[config.mk]
export PLATFORM = sky130hd
export DESIGN_NAME = tic_arbiter
export DESIGN_NICKNAME = d
export VERILOG_FILES = /design/src/rtl/tic_arbiter.sv
export SDC_FILE = /design/constraint.sdc
export NUM_CORES = 1
export LEC_CHECK = 0
export BUFFER_PORTS_ARGS = -buffer_cell sky130_fd_sc_hd__buf_4
export CORE_UTILIZATION = 47
export DETAILED_ROUTE_END_ITERATION = 10
export PLACE_DENSITY_LB_ADDON = 0.1
export SLEW_MARGIN = 20
export SYNTH_ARGS = -nofsm -noshare
export SYNTH_HDL_FRONTEND = slang
export SYNTH_SLANG_ARGS = --single-unit
[constraint.sdc]
create_clock -name clk -period 1.79 [get_ports clk]
set_clock_uncertainty 0.2 [all_clocks]
set_input_delay 0.358 -clock clk [delete_from_list [all_inputs] [get_ports clk]]
set_output_delay 0.358 -clock clk [all_outputs]
set_load 0.01 [all_outputs]
[src/rtl/tic_arbiter.sv]
`timescale 1ns/1ps
module tic_arbiter #(
  parameter int OCT_PER_CH = 4,
  parameter int CH_IDX     = 2,
  parameter int FLAG_BIT   = 5,
  parameter int ADDR_W     = 3
) (
  input  logic              clk,
  input  logic              rst_n,
  input  logic              frame_start,
  input  logic              bit_strobe,
  input  logic              line_in,
  input  logic              sw_req,
  input  logic              frame_req,
  input  logic [ADDR_W-1:0] addr,
  output logic              drive_low,
  output logic              granted,
  output logic              lost
);
  localparam int ARB_BASE = (CH_IDX * OCT_PER_CH + OCT_PER_CH - 1) * 8;
  localparam int CNT_MAX  = ARB_BASE + 8;
  localparam int CW       = $clog2(CNT_MAX + 1);

  logic [CW-1:0] bit_cnt;
  logic [CW-1:0] off;
  logic [2:0]    pos;
  logic [7:0]    addr_ext;
  logic          contend, backoff, free_seen;
  logic          req, in_arb, flag_slot, addr_slot, my_bit;

  assign req       = sw_req | frame_req;
  assign in_arb    = (bit_cnt >= CW'(ARB_BASE)) && (bit_cnt < CW'(CNT_MAX));
  assign off       = bit_cnt - CW'(ARB_BASE);
  assign pos       = 3'd7 - off[2:0];
  assign addr_ext  = 8'(addr);
  assign my_bit    = addr_ext[pos];
  assign flag_slot = in_arb && (pos == 3'(FLAG_BIT));
  assign addr_slot = in_arb && (pos < 3'(ADDR_W));
  assign drive_low = (flag_slot & granted) | (addr_slot & contend & ~my_bit);

  always_ff @(posedge clk or negedge rst_n) begin
    if (!rst_n) begin
      bit_cnt   <= CW'(CNT_MAX);
      granted   <= 1'b0;
      lost      <= 1'b0;
      contend   <= 1'b0;
      backoff   <= 1'b0;
      free_seen <= 1'b0;
    end else if (frame_start) begin
      bit_cnt <= '0;
      lost    <= 1'b0;
      contend <= 1'b0;
      if (granted && !req) begin
        granted   <= 1'b0;
        backoff   <= 1'b1;
        free_seen <= 1'b0;
      end
    end else if (bit_strobe) begin
      if (bit_cnt != CW'(CNT_MAX)) bit_cnt <= bit_cnt + 1'b1;
      if (flag_slot) begin
        if (backoff) begin
          if (line_in) begin
            if (free_seen) begin
              backoff   <= 1'b0;
              free_seen <= 1'b0;
            end else begin
              free_seen <= 1'b1;
            end
          end else begin
            free_seen <= 1'b0;
          end
        end else if (!granted && req && line_in) begin
          contend <= 1'b1;
        end
      end
      if (addr_slot && contend) begin
        if (my_bit && !line_in) begin
          contend <= 1'b0;
          lost    <= 1'b1;
        end else if (pos == 3'd0) begin
          contend <= 1'b0;
          granted <= 1'b1;
        end
      end
    end
  end


  grant_hold_chk: assert property (@(posedge clk) disable iff (!rst_n)
    granted && !frame_start |=> granted);


  grant_release_chk: assert property (@(posedge clk) disable iff (!rst_n)
    $fell(granted) |-> $past(frame_start) && !$past(sw_req | frame_req));


  lost_cause_chk: assert property (@(posedge clk) disable iff (!rst_n)
    $rose(lost) |-> $past(bit_strobe) && !$past(line_in));


  outcome_excl_chk: assert property (@(posedge clk) disable iff (!rst_n)
    $onehot0({granted, lost}));


  grant_on_strobe_chk: assert property (@(posedge clk) disable iff (!rst_n)
    $rose(granted) |-> $past(bit_strobe));


  wired_and_chk: assert property (@(posedge clk) disable iff (!rst_n)
    bit_strobe && drive_low |-> !line_in);
endmodule

==> results.toml, run 1 <==
[drt]
first_iter_violations = 10
wl_mm = 1.70
drc = 0
num_vias = 686
ant_nets = 0
wl_per_cell_um = 14.0
vias_per_cell = 5.67
firstDrtPassIters = 4

[yosys]
syn_area_um2 = 722
synth_top_family_by_area = "simple AND/OR/NAND/NOR gates"
yosysWarningCount = 0
synth_compound_area_share_pct = 17.7
syn_nets = 91
ys_ff_latch = 12
synthSimpleGateAreaFrac_pct = 22.5
synth.distinct_cells = 29
async_flop_share_pct = 100
syn_inst = 77
netlist.area_leader.share_pct = 34.7
synthTopCellsByArea = "dfrtp_1, dfstp_2, ha_1"
synth_fa_ha_area_share_pct = 6.93
synth_xor_area_share_pct = 3.64
seq_area_frac_synth_pct = 41.9
synth_edf_count = 0
muxShareOfSynthArea_pct = 4.16
avgSynthCellArea_um2 = 9.38
yosysTopAreaCell = "dfrtp_1"
yosys_most_used_dff = "dfrtp_1"

[setup_path]
cp-start-kind = "flip-flop"
crit_start = "bit_cnt[0]"
cp.arrival_ns = 1.62
endpoint_kind = "output port"
r2r_start = "bit_cnt[0]"
crit_required_ns = 1.23
path_class = "flip-flop to output port"
crit_fanout = 3

[global_routing]
grt_pass1_vias = 651
grt_max_degree = 15
grt_overflow_total = 0
antenna_found_initial = 0
grt_use_total_pct = 25.0
grt_pass1_wl_mm = 2.62

[sta]
slew-limit-headroom_pct = 80.5
rsz0062_at_grt = "true"
setup_viol = 2
setup_ws_ns = -0.390
final-max-slew-violation-count = 0
worstMarginPinSlew_ns = 0.292
period_needed_ns = 2.18
hold_viol = 0
fmax_mhz = 459
min_period_over_period_pct = 122

[status]
violations = "setup timing"
status = "finished, violations left"

[floorplan]
rows = 13
start_util_pct = 52.8
pin_count = 13
die-area_mm2 = 0.00170
core_mm2 = 0.00137
fp.dieW_um = 41.2
fp.dieH_um = 41.2

[finish]
diodes = 0
layout.nets = 121
nFillCells = 101
layout-drive-gt1-share_pct = 38.7
syn_to_final_growth_pct = 38.0
stdcell_count = 121
design_area_um2 = 996

[placed_design]
dpl.hpwl_mm = 1.25
portBuffers = 12
placed_cell_area_um2 = 925
globalplace.congestion = 0.772
place_inst = 115

[worst_hold_path]
hp-start = "frame_start"
hp-class = "input pin to flip-flop"

[clock_tree]
clock-sinks = 12
cts_buffers = 3
clk_pin_slew_worst_paths_ns = 0.07
htreeDepth = 1
clock_latency_ns = 0.28
cts_root_buffer = "clkbuf_4"
cts_tree = "built"
clockBufferDepth = 2

[job]
max_cap_violations = 0

[pwr]
ir_drop_mv = 0.412
p_leak_nw = 0.432
power_w = 0.000586
p_per_area_mw_per_mm2 = 588
-- layout by cell type, fill, tap and decap left out, drive strengths merged, types with 3 or more instances in the layout --
| cell | netlist | layout |
|---|---|---|
| clkbuf | 1 | 4 |
| ha | 4 | 4 |
| buf | 0 | 25 |
| inv | 5 | 5 |
| or3 | 3 | 3 |
| nand2 | 6 | 6 |
| a21oi | 7 | 7 |
| nand3 | 5 | 5 |
| o21ai | 5 | 5 |
| nor2 | 7 | 7 |
| dfrtp | 10 | 10 |
| mux2i | 3 | 3 |
-- final cells by class --
cell class              count  area, um2  area share, %
flip-flops and latches     12        303           30.4
well taps                  15       18.8           1.88
repair buffers             26        198           19.8
clock buffers               4       26.3           2.64
multi-input cells          59        429           43.1
inverters                   5       21.3           2.14
-- critical path, cell delays in order, from the launching register on --
cell	delay (ns)
dfrtp_1	0.40
mux2i_2	0.25
a21oi_1	0.09
or3_1	0.36
a21oi_2	0.12
buf_4	0.12
-- report_power, final --
group / switching, W / leakage [nW] / internal [W]
Combinational: 0.0000555 / 0.259 / 0.0000582
Clock: 0.0000980 / 0.0150 / 0.0000866
Sequential: 0.00000809 / 0.158 / 0.000279
-- stage by stage --
step	utilization [%]	hold slack, ns	TNS, ns	worst slack (ns)
floorplan	-	-0.138	-0.0953	-0.0953
global placement	67.7	0.00758	-0.0642	-0.0642
detailed placement	67.7	0.0107	-0.126	-0.126
CTS	70.9	0.110	-0.443	-0.406
global route	72.9	0.0989	-0.789	-0.491
finish	72.9	0.101	-0.440	-0.390
-- per-layer routing --
layer  wire (um)  track usage [%]  vias to the layer above
li1            -                -                      338
met1         729             26.4                      332
met2         866             44.1                       11
met3          57             6.52                        5
met4          44             14.5                        0
met5           0                0                        -
-- registers in the layout (all words and copies together) (netlist names) --
name,count
bit_cnt,7
backoff,1
contend,1
free_seen,1
granted,1
lost,1
-- synthesized netlist by cell type, drive strengths merged, types with 2 or more instances --
| cell type | instances |
|---|---|
| nor2 | 7 |
| a21oi | 7 |
| dfstp | 2 |
| o21ai | 5 |
| ha | 4 |
| nand2 | 6 |
| dfrtp | 10 |
| nand3 | 5 |
| or3 | 3 |
| mux2i | 3 |
| nor3 | 2 |
| nand4 | 2 |
| inv | 5 |
| xor2 | 2 |
-- logic make-up (layout without fill, tap and decap cells) --
group,count (synthesis),after routing
compound gates,18,18
buf+inv,6,35
fa+ha+maj,4,4
mux,3,3
xor+xnor,3,3
flops,12,12
simple gates,31,31
-- final timing paths --
check / slack (ns) / depth (start not counted) / to
worst min-delay path: 0.10 / 2 / bit_cnt[6]
worst max register to register: -0.05 / 9 / bit_cnt[2]
worst max-delay path: -0.39 / 5 / drive_low
max in group asynchronous: 0.91 / 2 / bit_cnt[5]
worst min register to register: 0.32 / 2 / lost
min in group asynchronous: 0.25 / 2 / contend
-- timing repair --
action                                  in CTS  in global routing
hold buffers                                 1                  0
setup buffers                                1                  0
gates resized for setup                      1                  8
endpoints found under the setup margin       2                  8
cloned                                       0                  0
hold endpoints to repair                    12                  0
pin swaps                                    1                  4
No activity file was read; power rests on OpenSTA's default activity.
==> inputs of run 2 (changes only) <==
Settings changed: BUFFER_PORTS_ARGS -buffer_cell sky130_fd_sc_hd__buf_4 to -buffer_cell sky130_fd_sc_hd__buf_2, CAP_MARGIN set to 10.
==> run 2 against run 1 <==
Against the previous run:
- the run still ends with setup timing left
- sequential power barely moved
- first-iteration DRC count up 70%
- combinational power decreased by 8%
- non-clock buffer count did not move
- power rose by 4.0%
- sequential share of layout area grew 0.54 points
- global-route usage decreased by 1.5 points
- worst hold slack gained 0.070 ns
- setup slack worse by 0.037 ns
- highest routed layer unchanged
==> results.toml, run 2 (synthesis gave the netlist of run 1 again) <==
[status]
status = "finished, violations left"
violations = "setup timing"

[finish]
layout-drive-gt1-share_pct = 39.6
layout.nets = 121
nFillCells = 114
utilization_pct = 71.6
seq_area_um2 = 303
top_register = "bit_cnt"
layout_commonest_cell = "buf_4"
diodes = 0
multiInputGateArea_um2 = 432
largest_reg_flops = 7
syn_to_final_growth_pct = 35.5
layout_common_cells = "buf_4, buf_2, dfrtp_1, nor2_1, nand2_1"
design_area_um2 = 978

[global_routing]
antenna_found_initial = 0
grt_pass1_wl_mm = 2.44
grt_overflow_total = 0
grt_max_degree = 15
grt_pass1_vias = 576
grt_use_total_pct = 23.6

[clock_tree]
cts_tree = "built"
clock-sinks = 12
clockBufferDepth = 2
clock_latency_ns = 0.28
cts_root_buffer = "clkbuf_4"
cts_buffers = 3
htreeDepth = 1
clk_pin_slew_worst_paths_ns = 0.08

[drt]
num_vias = 674
wl_per_cell_um = 13.3
wl_mm = 1.61
firstDrtPassIters = 4
ant_nets = 0
vias_per_cell = 5.57
first_iter_violations = 17
drc = 0

[placed_design]
dpl.hpwl_mm = 1.17
globalplace.congestion = 0.766
portBuffers = 12
placed_cell_area_um2 = 895

[setup_path]
setup.worst_path.end = "drive_low"
cp-start-kind = "flip-flop"
r2r_start = "bit_cnt[0]"
reg2regPathDepth = 9
cp.arrival_ns = 1.66
crit_required_ns = 1.23
crit_fanout = 3
endpoint_kind = "output port"
crit_start = "bit_cnt[0]"
path_class = "flip-flop to output port"
reg2reg_slack_ns = 0.01
r2r-end = "bit_cnt[1]"

[sta]
final-max-slew-violation-count = 0
rsz0062_at_grt = "true"
slew-limit-headroom_pct = 76.6
worstMarginPinSlew_ns = 0.347
tns_ns = -0.427
period_needed_ns = 2.22
fmax_mhz = 451
hold_viol = 0
setup_viol = 1
min_period_over_period_pct = 124
setup_ws_ns = -0.427

[floorplan]
fp.dieW_um = 41.2
core_mm2 = 0.00137
die-area_mm2 = 0.00170
pin_count = 13
fp.dieH_um = 41.2
start_util_pct = 52.8
rows = 13

[worst_hold_path]
hold_depth = 2
hp-class = "input pin to flip-flop"

[pwr]
power_w = 0.000609
ir_drop_mv = 0.531
p_leak_nw = 0.434
p_per_area_mw_per_mm2 = 623

[job]
max_cap_violations = 0
## run 2: how the worst min path moves through the flow
stage,startpoint,to,slack (ns)
global route,line_in,backoff,0.17
CTS,line_in,backoff,0.16
floorplan,rst_n,backoff,-0.14
detailed placement,rst_n,bit_cnt[1],0.05
finish,line_in,backoff,0.17
global placement,rst_n,bit_cnt[1],0.05
## run 2: per-stage QoR
step	worst slack, ns	std cells	hold WS, ns
after floorplan	-0.0953	77	-0.138
after global placement	-0.0600	115	0.0532
after detailed placement	-0.141	115	0.0523
after CTS	-0.427	121	0.162
after global routing	-0.511	121	0.165
final	-0.427	121	0.171
## run 2: per-layer routing
layer	global-route usage, %	routed length [um]	vias up
met3	10.3	78	3
met1	25.4	698	321
li1	-	-	337
met4	4.84	10	0
met5	0	0	-
met2	42.2	824	13
## run 2: layout make-up
cell class                 instances  area share [%]
clock buffer                       4            3.71
inverter                           5            2.17
multi-input combinational         59            44.1
sequential                        12            30.9
tap                               15            1.92
timing repair buffer              26            17.1
## run 2: power breakdown
group	switching [W]	internal, W
sequential	0.00000788	0.000279
clock	0.0000932	0.000124
combinational	0.0000529	0.0000519
## run 2: what timing repair did
| item | CTS | global route |
|---|---|---|
| gates resized for setup | 1 | 8 |
| setup buffers | 1 | 0 |
| endpoints found under the setup margin | 1 | 8 |
| hold buffers | 1 | 0 |
| hold endpoints to repair | 10 | 0 |
| pin swaps | 1 | 6 |
| cloned | 0 | 0 |
## run 2: worst max-delay path, stage by stage, from the launching register on
cell	delay, ns
dfrtp_1	0.40
buf_4	0.13
buf_4	0.09
o21ai_0	0.12
or3_4	0.36
a21oi_2	0.13
buf_2	0.14
